===== config.mk =====
export PLATFORM = sky130hd
export DESIGN_NAME = lif_modreset
export DESIGN_NICKNAME = d
export VERILOG_FILES = /design/src/rtl/lif_modreset.sv
export SDC_FILE = /design/constraint.sdc
export NUM_CORES = 1
export LEC_CHECK = 0
export BUFFER_PORTS_ARGS = -buffer_cell sky130_fd_sc_hd__buf_4
export CORE_UTILIZATION = 60
export DETAILED_ROUTE_END_ITERATION = 8
export GPL_TIMING_DRIVEN = 0
export HOLD_SLACK_MARGIN = 0.02
export PLACE_DENSITY_LB_ADDON = 0.08
export SLEW_MARGIN = 20
export SYNTH_ARGS = -nofsm -noshare
export SYNTH_HDL_FRONTEND = slang
export SYNTH_SLANG_ARGS = --single-unit

===== constraint.sdc =====
create_clock -name clk -period 32.1 [get_ports clk]
set_input_delay 3.21 -clock clk [delete_from_list [all_inputs] [get_ports clk]]
set_output_delay 3.21 -clock clk [all_outputs]
set_load 0.005 [all_outputs]

===== src/rtl/lif_modreset.sv =====
module lif_modreset #(
  parameter int W   = 8,
  parameter int SHW = 3
) (
  input  logic                clk,
  input  logic                rst_n,
  input  logic                in_valid,
  input  logic signed [W-1:0] in_weight,
  input  logic                step,
  input  logic        [W-2:0] thresh,
  input  logic      [SHW-1:0] leak_shift,
  input  logic          [1:0] mode,
  output logic                spk_valid,
  output logic signed [W-1:0] spk_weight
);

  localparam logic signed [W:0] VMAX = (W+1)'((2 ** (W-1)) - 1);
  localparam logic signed [W:0] VMIN = -(W+1)'(2 ** (W-1));

  function automatic logic signed [W-1:0] clamp(input logic signed [W:0] x);
    if (x > VMAX)      return VMAX[W-1:0];
    else if (x < VMIN) return VMIN[W-1:0];
    else               return x[W-1:0];
  endfunction

  logic signed [W-1:0] pot, acc;

  logic signed [W-1:0] pulse, acc_nxt, leaked, total;
  logic signed [W-1:0] theta, theta_div, quo, whole, rem;
  logic                fire_p, fire_n, fire;
  logic signed [W-1:0] pot_nxt, w_nxt;

  assign pulse   = in_valid ? in_weight : '0;
  assign acc_nxt = clamp({acc[W-1], acc} + {pulse[W-1], pulse});
  assign leaked  = pot >>> leak_shift;
  assign total   = clamp({leaked[W-1], leaked} + {acc_nxt[W-1], acc_nxt});

  assign theta     = $signed({1'b0, thresh});
  assign theta_div = (thresh == '0) ? W'(1) : theta;
  assign quo       = total / theta_div;
  assign whole     = W'(quo * theta_div);
  assign rem       = total - whole;

  assign fire_p = (thresh != '0) && (total >= theta);
  assign fire_n = (thresh != '0) && (total <= -theta);
  assign fire   = fire_p || fire_n;

  always_comb begin
    pot_nxt = total;
    w_nxt   = fire_p ? theta : -theta;
    if (fire) begin
      unique casez (mode)
        2'b00: pot_nxt = '0;
        2'b01: pot_nxt = fire_p ? total - theta : total + theta;
        2'b1?: begin
          pot_nxt = rem;
          w_nxt   = whole;
        end
        default: pot_nxt = '0;
      endcase
    end
  end

  always_ff @(posedge clk) begin
    if (!rst_n) begin
      pot        <= '0;
      acc        <= '0;
      spk_valid  <= 1'b0;
      spk_weight <= '0;
    end else begin
      spk_valid <= step && fire;
      if (step) begin
        pot <= pot_nxt;
        acc <= '0;
        if (fire) spk_weight <= w_nxt;
      end else begin
        acc <= acc_nxt;
      end
    end
  end


  spike_after_step_chk: assert property (@(posedge clk) disable iff (!rst_n)
    spk_valid |-> $past(step));


  zero_thresh_silent_chk: assert property (@(posedge clk) disable iff (!rst_n)
    (step && thresh == '0) |=> !spk_valid);


  hold_between_steps_chk: assert property (@(posedge clk) disable iff (!rst_n)
    !step |=> $stable(pot));


  acc_cleared_chk: assert property (@(posedge clk) disable iff (!rst_n)
    step |=> (acc == '0));


  mod_residue_chk: assert property (@(posedge clk) disable iff (!rst_n)
    (step && mode[1] && thresh != '0) |=>
      ($signed({pot[W-1], pot}) <  $signed({2'b00, $past(thresh)})) &&
      ($signed({pot[W-1], pot}) > -$signed({2'b00, $past(thresh)})));


  unit_weight_chk: assert property (@(posedge clk) disable iff (!rst_n)
    (spk_valid && !$past(mode[1])) |->
      ((spk_weight == $signed({1'b0, $past(thresh)})) ||
       (spk_weight == -$signed({1'b0, $past(thresh)}))));


  spike_nonzero_chk: assert property (@(posedge clk) disable iff (!rst_n)
    spk_valid |-> (spk_weight != '0));

endmodule


After elaboration in Yosys (flattened, before gate mapping)
Cells that the tools add are included.
- word-level logic and storage cells: 41
- register bits after elaboration: 25
- output and inout port bits: 9
- input bits: 24
- add/sub/neg operators: 6
- shifts and indexed selects: 1
- mux-type cells: 11
- reduce and logical (&&, ||, !) cells: 9
- eq/ne operators: 1
- div/mod/pow operators: 1
- $mul: 1
- order comparisons: 6
- bitwise logic cells: 1
- operators with widths (cell ; count):
    8-bit two-way mux ; 9
    8-bit case mux with 3 select lines ; 1
    8-bit by 8-bit adder with 9-bit output ; 2
    9-bit by 8-bit > comparator with 1-bit output (second input constant) ; 2
    9-bit by 8-bit < comparator with 1-bit output (second input constant) ; 2
    8-bit subtractor ; 2
    8-bit adder ; 1
    8-bit by 8-bit divider with 8-bit output ; 1
    8-bit >= comparator ; 1
    8-bit <= comparator ; 1
    8-bit by 8-bit multiplier with 8-bit output ; 1
    7-bit negator with 8-bit output ; 1
    8-bit by 3-bit >>> shifter with 8-bit output ; 1
    7-bit zero test ; 1
    7-bit two-way mux ; 1
    7-bit nonzero test ; 1
    1-bit logical AND ; 3
    2-bit by 1-bit == test with 1-bit output (second input constant) ; 1
    2-bit zero test ; 1
    2-bit AND reduction ; 1
    2-bit OR reduction ; 1
    1-bit logical OR ; 1
    1-bit inverter ; 1

Logic depth before layout (Yosys ltp)
Gate-level depths: netlist of run 1.
- depth in word-level cells: 14
- gate-level depth with buffers: 108
- gate-level depth less buffers: 102

Least setup slack after synthesis of run 1
Ideal clock, no wire load.
- kind: input port to flip-flop
- from: in in_weight[1]
- to: reg pot[7]
- path buffers: 5
- required time: 32.021 ns
- setup time: 0.079 ns
- stages: 99
- slack: 8.833 ns
- data arrival time: 23.188 ns
- cell sequence: nand2_1 > inv_1 > ha_1 > a211oi_1 > o21ai_0 > nor3_1 > or2_2 > and2_1 > clkbuf_1 > nor2_1 > nor2_1 > inv_1 > ha_1 > a211oi_1 > o21ai_0 > a31oi_1 > xnor2_1 > nor3_1 > [... 63 more ...] > fa_1 > fa_1 > ha_1 > inv_1 > fa_1 > inv_1 > ha_1 > a21o_1 > a21oi_1 > xnor2_1 > or3b_2 > o311ai_0 > nor4_2 > xnor3_1 > xnor2_1 > xnor3_1 > or4b_1 > o211ai_1
- longest elaborated chain between the ends: 14
- elaborated cells between the ends (all ways): 24
- classes of those cells: add/sub (5); mul (1); div (1); order compare (6); mux (8); reduce/logical (3)
- RTL lines (element ; line ; source):
    from (decl) ; 8 ; input logic signed [W-1:0] in_weight,
    8-bit two-way mux * ; 33 ; assign pulse = in_valid ? in_weight : '0;
    8-bit by 8-bit adder with 9-bit output * ; 34 ; assign acc_nxt = clamp({acc[W-1], acc} + {pulse[W-1], pulse});
    9-bit by 8-bit < comparator with 1-bit output ; 22 ; else if (x < VMIN) return VMIN[W-1:0];
    8-bit two-way mux ; 22 ;
    8-bit two-way mux * ; 21 ; if (x > VMAX) return VMAX[W-1:0];
    named net acc_nxt[1] ; 28 ; logic signed [W-1:0] pulse, acc_nxt, leaked, total;
    8-bit by 8-bit adder with 9-bit output * ; 36 ; assign total = clamp({leaked[W-1], leaked} + {acc_nxt[W-1], acc_nxt});
    9-bit by 8-bit < comparator with 1-bit output ; 22 ;
    8-bit two-way mux ; 22 ;
    8-bit two-way mux * ; 21 ;
    8-bit by 8-bit divider with 8-bit output / 8-bit >= comparator (equally long branches) ; 40, 44 ;
    8-bit by 8-bit multiplier with 8-bit output / 1-bit logical AND (equally long branches) ; 41, 44 ;
    8-bit subtractor / 8-bit two-way mux (equally long branches) ; 42, 54 ;
    8-bit case mux with 3 select lines ; 52 ; unique casez (mode)
    8-bit two-way mux * ; 51 ; if (fire) begin
    to (signal assigned) ; 73 ; pot <= pot_nxt;
    to (decl) ; 26 ; logic signed [W-1:0] pot, acc;
Mark *: on every way through the listed nets, which the timed path passes. The rest lies on a longest branch.
A chain may end at the register's enable or synchronous reset.

Final worst setup path of run 1
- from: in in_valid
- to: reg pot[7]
- longest elaborated chain between the ends: 14
- elaborated cells between the ends (all ways): 24
- classes of those cells: add/sub (5); mul (1); div (1); order compare (6); mux (8); reduce/logical (3)
- RTL lines (element ; line ; source):
    from (decl) ; 7 ; input logic in_valid,
    8-bit two-way mux * ; 33 ;
    8-bit by 8-bit adder with 9-bit output * ; 34 ;
    9-bit by 8-bit < comparator with 1-bit output ; 22 ;
    8-bit two-way mux ; 22 ;
    8-bit two-way mux * ; 21 ;
    named net acc_nxt[1] ; 28 ;
    8-bit by 8-bit adder with 9-bit output * ; 36 ;
    9-bit by 8-bit < comparator with 1-bit output ; 22 ;
    8-bit two-way mux ; 22 ;
    8-bit two-way mux * ; 21 ;
    8-bit by 8-bit divider with 8-bit output / 8-bit >= comparator (equally long branches) ; 40, 44 ;
    8-bit by 8-bit multiplier with 8-bit output / 1-bit logical AND (equally long branches) ; 41, 44 ;
    8-bit subtractor / 8-bit two-way mux (equally long branches) ; 42, 54 ;
    8-bit case mux with 3 select lines ; 52 ;
    8-bit two-way mux * ; 51 ;
Marked as above.

==> impl_metrics.toml, run 1 <==
[worst_hold_path]
min_from = "spk_weight[6]$_SDFFE_PN0P_"
hold_class = "flop to flop"
holdPathStages = 2

[clock_network]
clk_pin_slew_ns = 0.09
cts.repair.resized = 0
cts_buffer_depth = 2
h-tree-depth = 1
cts_tree = "done"
post_cts_buffers = 0
clock_sinks = 25
clock_latency_ns = 0.28
numCtsBuffers = 3
cts_hold_buf = 0
ctsRootBufferMaster = "clkbuf_8"

[critical_path]
r2r.worst_path.cells = 94
crit_fanout = 10
critPathLaunch = "in_valid"
worstReg2RegStart = "acc[1]$_SDFF_PP0_"
slowest_stage = "nor3_1"
worstSetupStartpointType = "input pin"
critPathKind = "input pin to flop"
cp.arrival_ns = 27.64
crit_family = "compound AO/OA/AOI/OAI gates"
worstPathRequired_ns = 32.30
timing.critical_path.mode_cell = "ha_1"
cp_slowest_stage_delay_ns = 0.71
end_kind = "flop"
critPathBufInv = 12
cp.depth = 97

[routing]
drt_wl_total_um = 19500
wl_per_cell_um = 17.9
vias_per_cell = 6.39
final_antenna_net_count = 0
dr.pass1.iters = 5
drc = 0
vias = 6938
drt_iter0_markers = 485

[floorplanning]
io_pins = 33
rows = 38
die_x_um = 108
start_util_pct = 61.7
fp.coreArea_mm2 = 0.0109
die_area_mm2 = 0.0116
die_h_um = 108

[layout]
n_antenna_cell = 0
postLayoutCellArea_mm2 = 0.00715
fillers = 986
syn_to_final_growth_pct = 6.43
drive_gt1_share_pct = 8.15
final_net_count = 1086

[logic_synthesis]
synth_edf_count = 0
synth_async_sr_flop_share_pct = 0
synth_fp_nets = 1053
synth_flop_cell = "dfxtp_1"
syn_inst = 913
yosys.cell_types.count = 83
synth-seq-area-share_pct = 7.45
synth_area_per_cell_um2 = 7.35
syn_area_mm2 = 0.00671
yosysWarnings = 0
ys_ff_latch = 25

[timing]
rsz0062_at_grt = "no"
finalHoldViolCount = 0
finalClockSkew_ns = 0.00144
post-route-min-period_ns = 27.45
max_freq_ghz = 0.0364
worst_pin_slew_ns = 0.915
relSlewSlack_pct = 39.0
finalCritPeriodShare_pct = 85.5
tns_ns = 0
slew_violations = 0
setup-violations-final = 0

[placed_design]
place_congestion = 0.998
place_hpwl_um = 16000
placed_cell_area_mm2 = 0.00710
port_buffers = 28

[global_route]
grt_overflow = 0
grt_pass1_wl_um = 31800
antenna_found_initial = 0
grt_max_degree = 17
grt_pass1_vias = 6686
grt_usage_pct = 34.4

[outcome]
status = "completed"

[run]
maxCapViolCount = 0
## logic make-up after synthesis
kind of cell    Yosys count  share of synthesized area, %
compound gates          255                          25.3
xor+xnor                 61                          8.37
fa+ha+maj               118                          23.6
buf+inv                 106                          6.45
flops                    25                          7.45
mux                      28                          5.61
simple gates            320                          23.2
## placed cells by master, fill, tap and decap left out, types with 4 or more instances in the layout
master,netlist,routed
mux2i_1,11,11
ha_1,101,101
inv_1,69,69
nand4_1,6,6
a21oi_1,57,57
buf_4,1,29
o21a_1,19,19
nor2b_1,13,13
fa_1,15,15
a311oi_1,4,4
o22ai_1,5,5
o31a_1,5,5
nor2_1,105,105
and3_1,7,7
mux4_1,4,4
clkbuf_1,18,18
nand2_1,62,62
clkinv_1,4,4
o21ai_0,60,60
a211oi_1,11,11
nand2b_1,11,11
o21bai_1,8,8
xnor2_1,40,40
nand3_1,30,30
dfxtp_1,25,25
or2_2,6,6
o31ai_1,6,6
xor2_1,19,19
or3_1,14,14
and2_1,16,16
mux2_2,11,11
a31oi_1,12,12
a21o_1,19,19
nor3_1,30,30
o211ai_1,9,9
buf_2,7,7
## per-stage QoR
step                utilization (%)  instances  hold WS (ns)  setup slack, ns
finish                         65.6       1085         0.459             4.65
global route                   65.6       1085         0.493             2.74
CTS                            65.6       1085         0.465             5.02
detailed placement             65.2       1081         0.453             4.82
global placement               65.2       1081         0.440             5.44
floorplan                         -        913         0.439             8.83
## layout make-up
cell class / count / area [µm²] / share of cell area [%]
sequential: 25 / 500 / 7.00
clock inverter: 1 / 5.00 / 0.0700
inverter: 75 / 282 / 3.94
timing repair buffer: 28 / 210 / 2.94
clock buffer: 3 / 41.3 / 0.578
buffer: 31 / 151 / 2.12
tap: 140 / 175 / 2.45
multi-input combinational: 782 / 5780 / 80.9
## worst paths after layout
kind,end,slack (ns)
setup / recovery,pot[7]$_SDFFE_PN0P_,4.65
setup reg to reg,pot[7]$_SDFFE_PN0P_,7.53
hold / removal,spk_weight[6]$_SDFFE_PN0P_,0.46
hold reg to reg,spk_weight[6]$_SDFFE_PN0P_,0.46
## registers in the layout, summed over array words and instances (netlist names)
signal / cells
pot: 8
acc: 8
spk_weight: 8
spk_valid: 1
## worst register-to-register path, delay by kind of cell (launching register included)
kind	cells	cell delay, ns
AOI/OAI and AO/OA	38	8.35
xor gates and xnor gates	6	1.66
adders and majority gates	16	5.56
buffers and inverters	10	2.38
DFF	1	0.32
muxes	2	0.78
and+or+nand+nor	22	5.47
## metal layers
metal / up-vias / track usage (%) / wire length (µm)
met5: - / 0 / 0
met4: 0 / 18.2 / 986
met2: 283 / 61.4 / 9140
li1: 3366 / - / -
met1: 3220 / 41.4 / 8370
met3: 69 / 1.63 / 952
## cell usage after synthesis (16+ instances only)
| master | count | share of area, % |
|---|---|---|
| inv_1 | 69 | 3.9 |
| and2_1 | 16 | 1.5 |
| dfxtp_1 | 25 | 7.5 |
| nor3_1 | 30 | 2.2 |
| o21a_1 | 19 | 2.1 |
| nand3_1 | 30 | 2.2 |
| xor2_1 | 19 | 2.5 |
| nor2_1 | 105 | 5.9 |
| clkbuf_1 | 18 | 1.0 |
| xnor2_1 | 40 | 5.2 |
| ha_1 | 101 | 19 |
| a21o_1 | 19 | 2.1 |
| nand2_1 | 62 | 3.5 |
| o21ai_0 | 60 | 4.5 |
| a21oi_1 | 57 | 4.2 |
Power of run 1 is not shown: default switching activity piles up to over one toggle a cycle in this logic, so the estimate is an artifact.
==> run 2, diff against run 1 <==
--- a/config.mk
+++ b/config.mk
@@ -6,7 +6,7 @@
 export NUM_CORES = 1
 export LEC_CHECK = 0
 export BUFFER_PORTS_ARGS = -buffer_cell sky130_fd_sc_hd__buf_4
-export CORE_UTILIZATION = 60
+export CORE_UTILIZATION = 58
 export DETAILED_ROUTE_END_ITERATION = 8
 export GPL_TIMING_DRIVEN = 0
 export HOLD_SLACK_MARGIN = 0.02
==> constraint.sdc (replaced) <==
create_clock -name clk -period 22.5 [get_ports clk]
set_input_delay 2.25 -clock clk [delete_from_list [all_inputs] [get_ports clk]]
set_output_delay 2.25 -clock clk [all_outputs]
set_load 0.005 [all_outputs]
==> impl_metrics.toml, run 2 (synthesis results as in run 1) <==
[outcome]
status = "completed"

[routing]
drc = 0
wl_per_cell_um = 18.8
drt_iter0_markers = 530
dr.pass1.iters = 5
final_antenna_net_count = 0
drt_wl_total_um = 21000
vias_per_cell = 6.40
vias = 7166

[critical_path]
critPathKind = "input pin to flop"
end_kind = "flop"
worstReg2RegStart = "acc[0]$_SDFF_PP0_"
cp_slowest_stage_delay_ns = 0.54
slowest_stage = "or4b_1"
cp.arrival_ns = 21.93
worstSetupStartpointType = "input pin"
worstPathRequired_ns = 22.69
crit_fanout = 10
critPathLaunch = "in_valid"
timing.critical_path.mode_cell = "a21o_1"

[clock_network]
h-tree-depth = 1
clk_pin_slew_ns = 0.07
cts_tree = "done"
numCtsBuffers = 3
cts_buffer_depth = 2
clock_sinks = 25
ctsRootBufferMaster = "clkbuf_16"
clock_latency_ns = 0.27

[global_route]
grt_max_degree = 17
grt_overflow = 0
antenna_found_initial = 0
grt_pass1_vias = 6724
grt_usage_pct = 34.2
grt.busiest_layer = "met2"
met3_usage_pct = 2.19
grt_util_met2_pct = 61.5
grt_util_met1_pct = 42.0
grt_pass1_wl_um = 32300

[timing]
setup-violations-final = 0
relSlewSlack_pct = 42.1
finalHoldViolCount = 0
max_freq_ghz = 0.0460
worst_pin_slew_ns = 0.869
hold_slack_ns = 0.455
finalCritPeriodShare_pct = 96.6
finalWorstSetupSlack_ns = 0.760
finalClockSkew_ns = 0.00210
slew_violations = 0
post-route-min-period_ns = 21.74
tns_ns = 0

[placed_design]
preCtsSetupSlack_ns = -3.69
place_congestion = 0.952
place_hpwl_um = 16000
port_buffers = 28
placed_cell_area_mm2 = 0.00710

[layout]
fillers = 856
syn_to_final_growth_pct = 19.2
drive_gt1_share_pct = 19.5
n_antenna_cell = 0
layout_common_cells = "nor2_1, ha_1, inv_1"
reg_top3 = "acc x8, pot x8, spk_weight x8"
layout_commonest_cell = "nor2_1"
postLayoutCellArea_mm2 = 0.00800
final_net_count = 1121

[run]
maxCapViolCount = 0

[worst_hold_path]
hold_class = "flop to flop"
min_from = "spk_weight[3]$_SDFFE_PN0P_"

[floorplanning]
die_x_um = 110
io_pins = 33
die_h_um = 110
start_util_pct = 60.6
die_area_mm2 = 0.0120
rows = 38
fp.coreArea_mm2 = 0.0111
==> run 2: critical path, delay by kind of cell <==
kind,cells,cell delay (ns)
fa+ha+maj,17,5.61
mux,2,0.59
simple gates,29,5.34
xor+xnor,4,1.01
buf+inv,11,1.44
compound gates,34,5.65
==> run 2: layout make-up <==
cell class,instances,area (µm²),area share (%)
plain buffers,29,189,2.36
clock buffers,3,75.1,0.938
clock inverters,1,7.51,0.0938
inverters,75,292,3.64
multi-input cells,782,6280,78.4
flip-flops and latches,25,500,6.25
well taps,140,175,2.19
repair buffers,65,488,6.10
==> run 2: layer usage <==
layer | part of all wire [%] | vias up
met5 | 0 | -
met4 | 4.0 | 0
met3 | 5.5 | 70
met2 | 49 | 278
met1 | 42 | 3379
li1 | - | 3439
==> run 2: final timing paths <==
check                                                  end  slack, ns  cells past startpoint
worst max-delay path                   pot[7]$_SDFFE_PN0P_       0.76                     97
worst min-delay path            spk_weight[3]$_SDFFE_PN0P_       0.45                      2
worst max register to register         pot[7]$_SDFFE_PN0P_       2.68                     98
worst min register to register  spk_weight[3]$_SDFFE_PN0P_       0.45                      2
==> run 2: per-stage QoR <==
stage	std cells	utilization, %
finish	1120	72.2
global route	1120	72.2
CTS	1095	67.3
detailed placement	1081	64.1
global placement	1081	64.1
floorplan	913	-
==> run 2: repair_timing <==
| action | CTS | global route |
|---|---|---|
| hold buffers | 0 | 0 |
| cloned | 0 | 0 |
| pin swaps | 11 | 26 |
| setup endpoints to repair | 11 | 4 |
| setup buffers | 11 | 26 |
| gates resized for setup | 57 | 77 |
Power of run 2 is left out for the same reason.
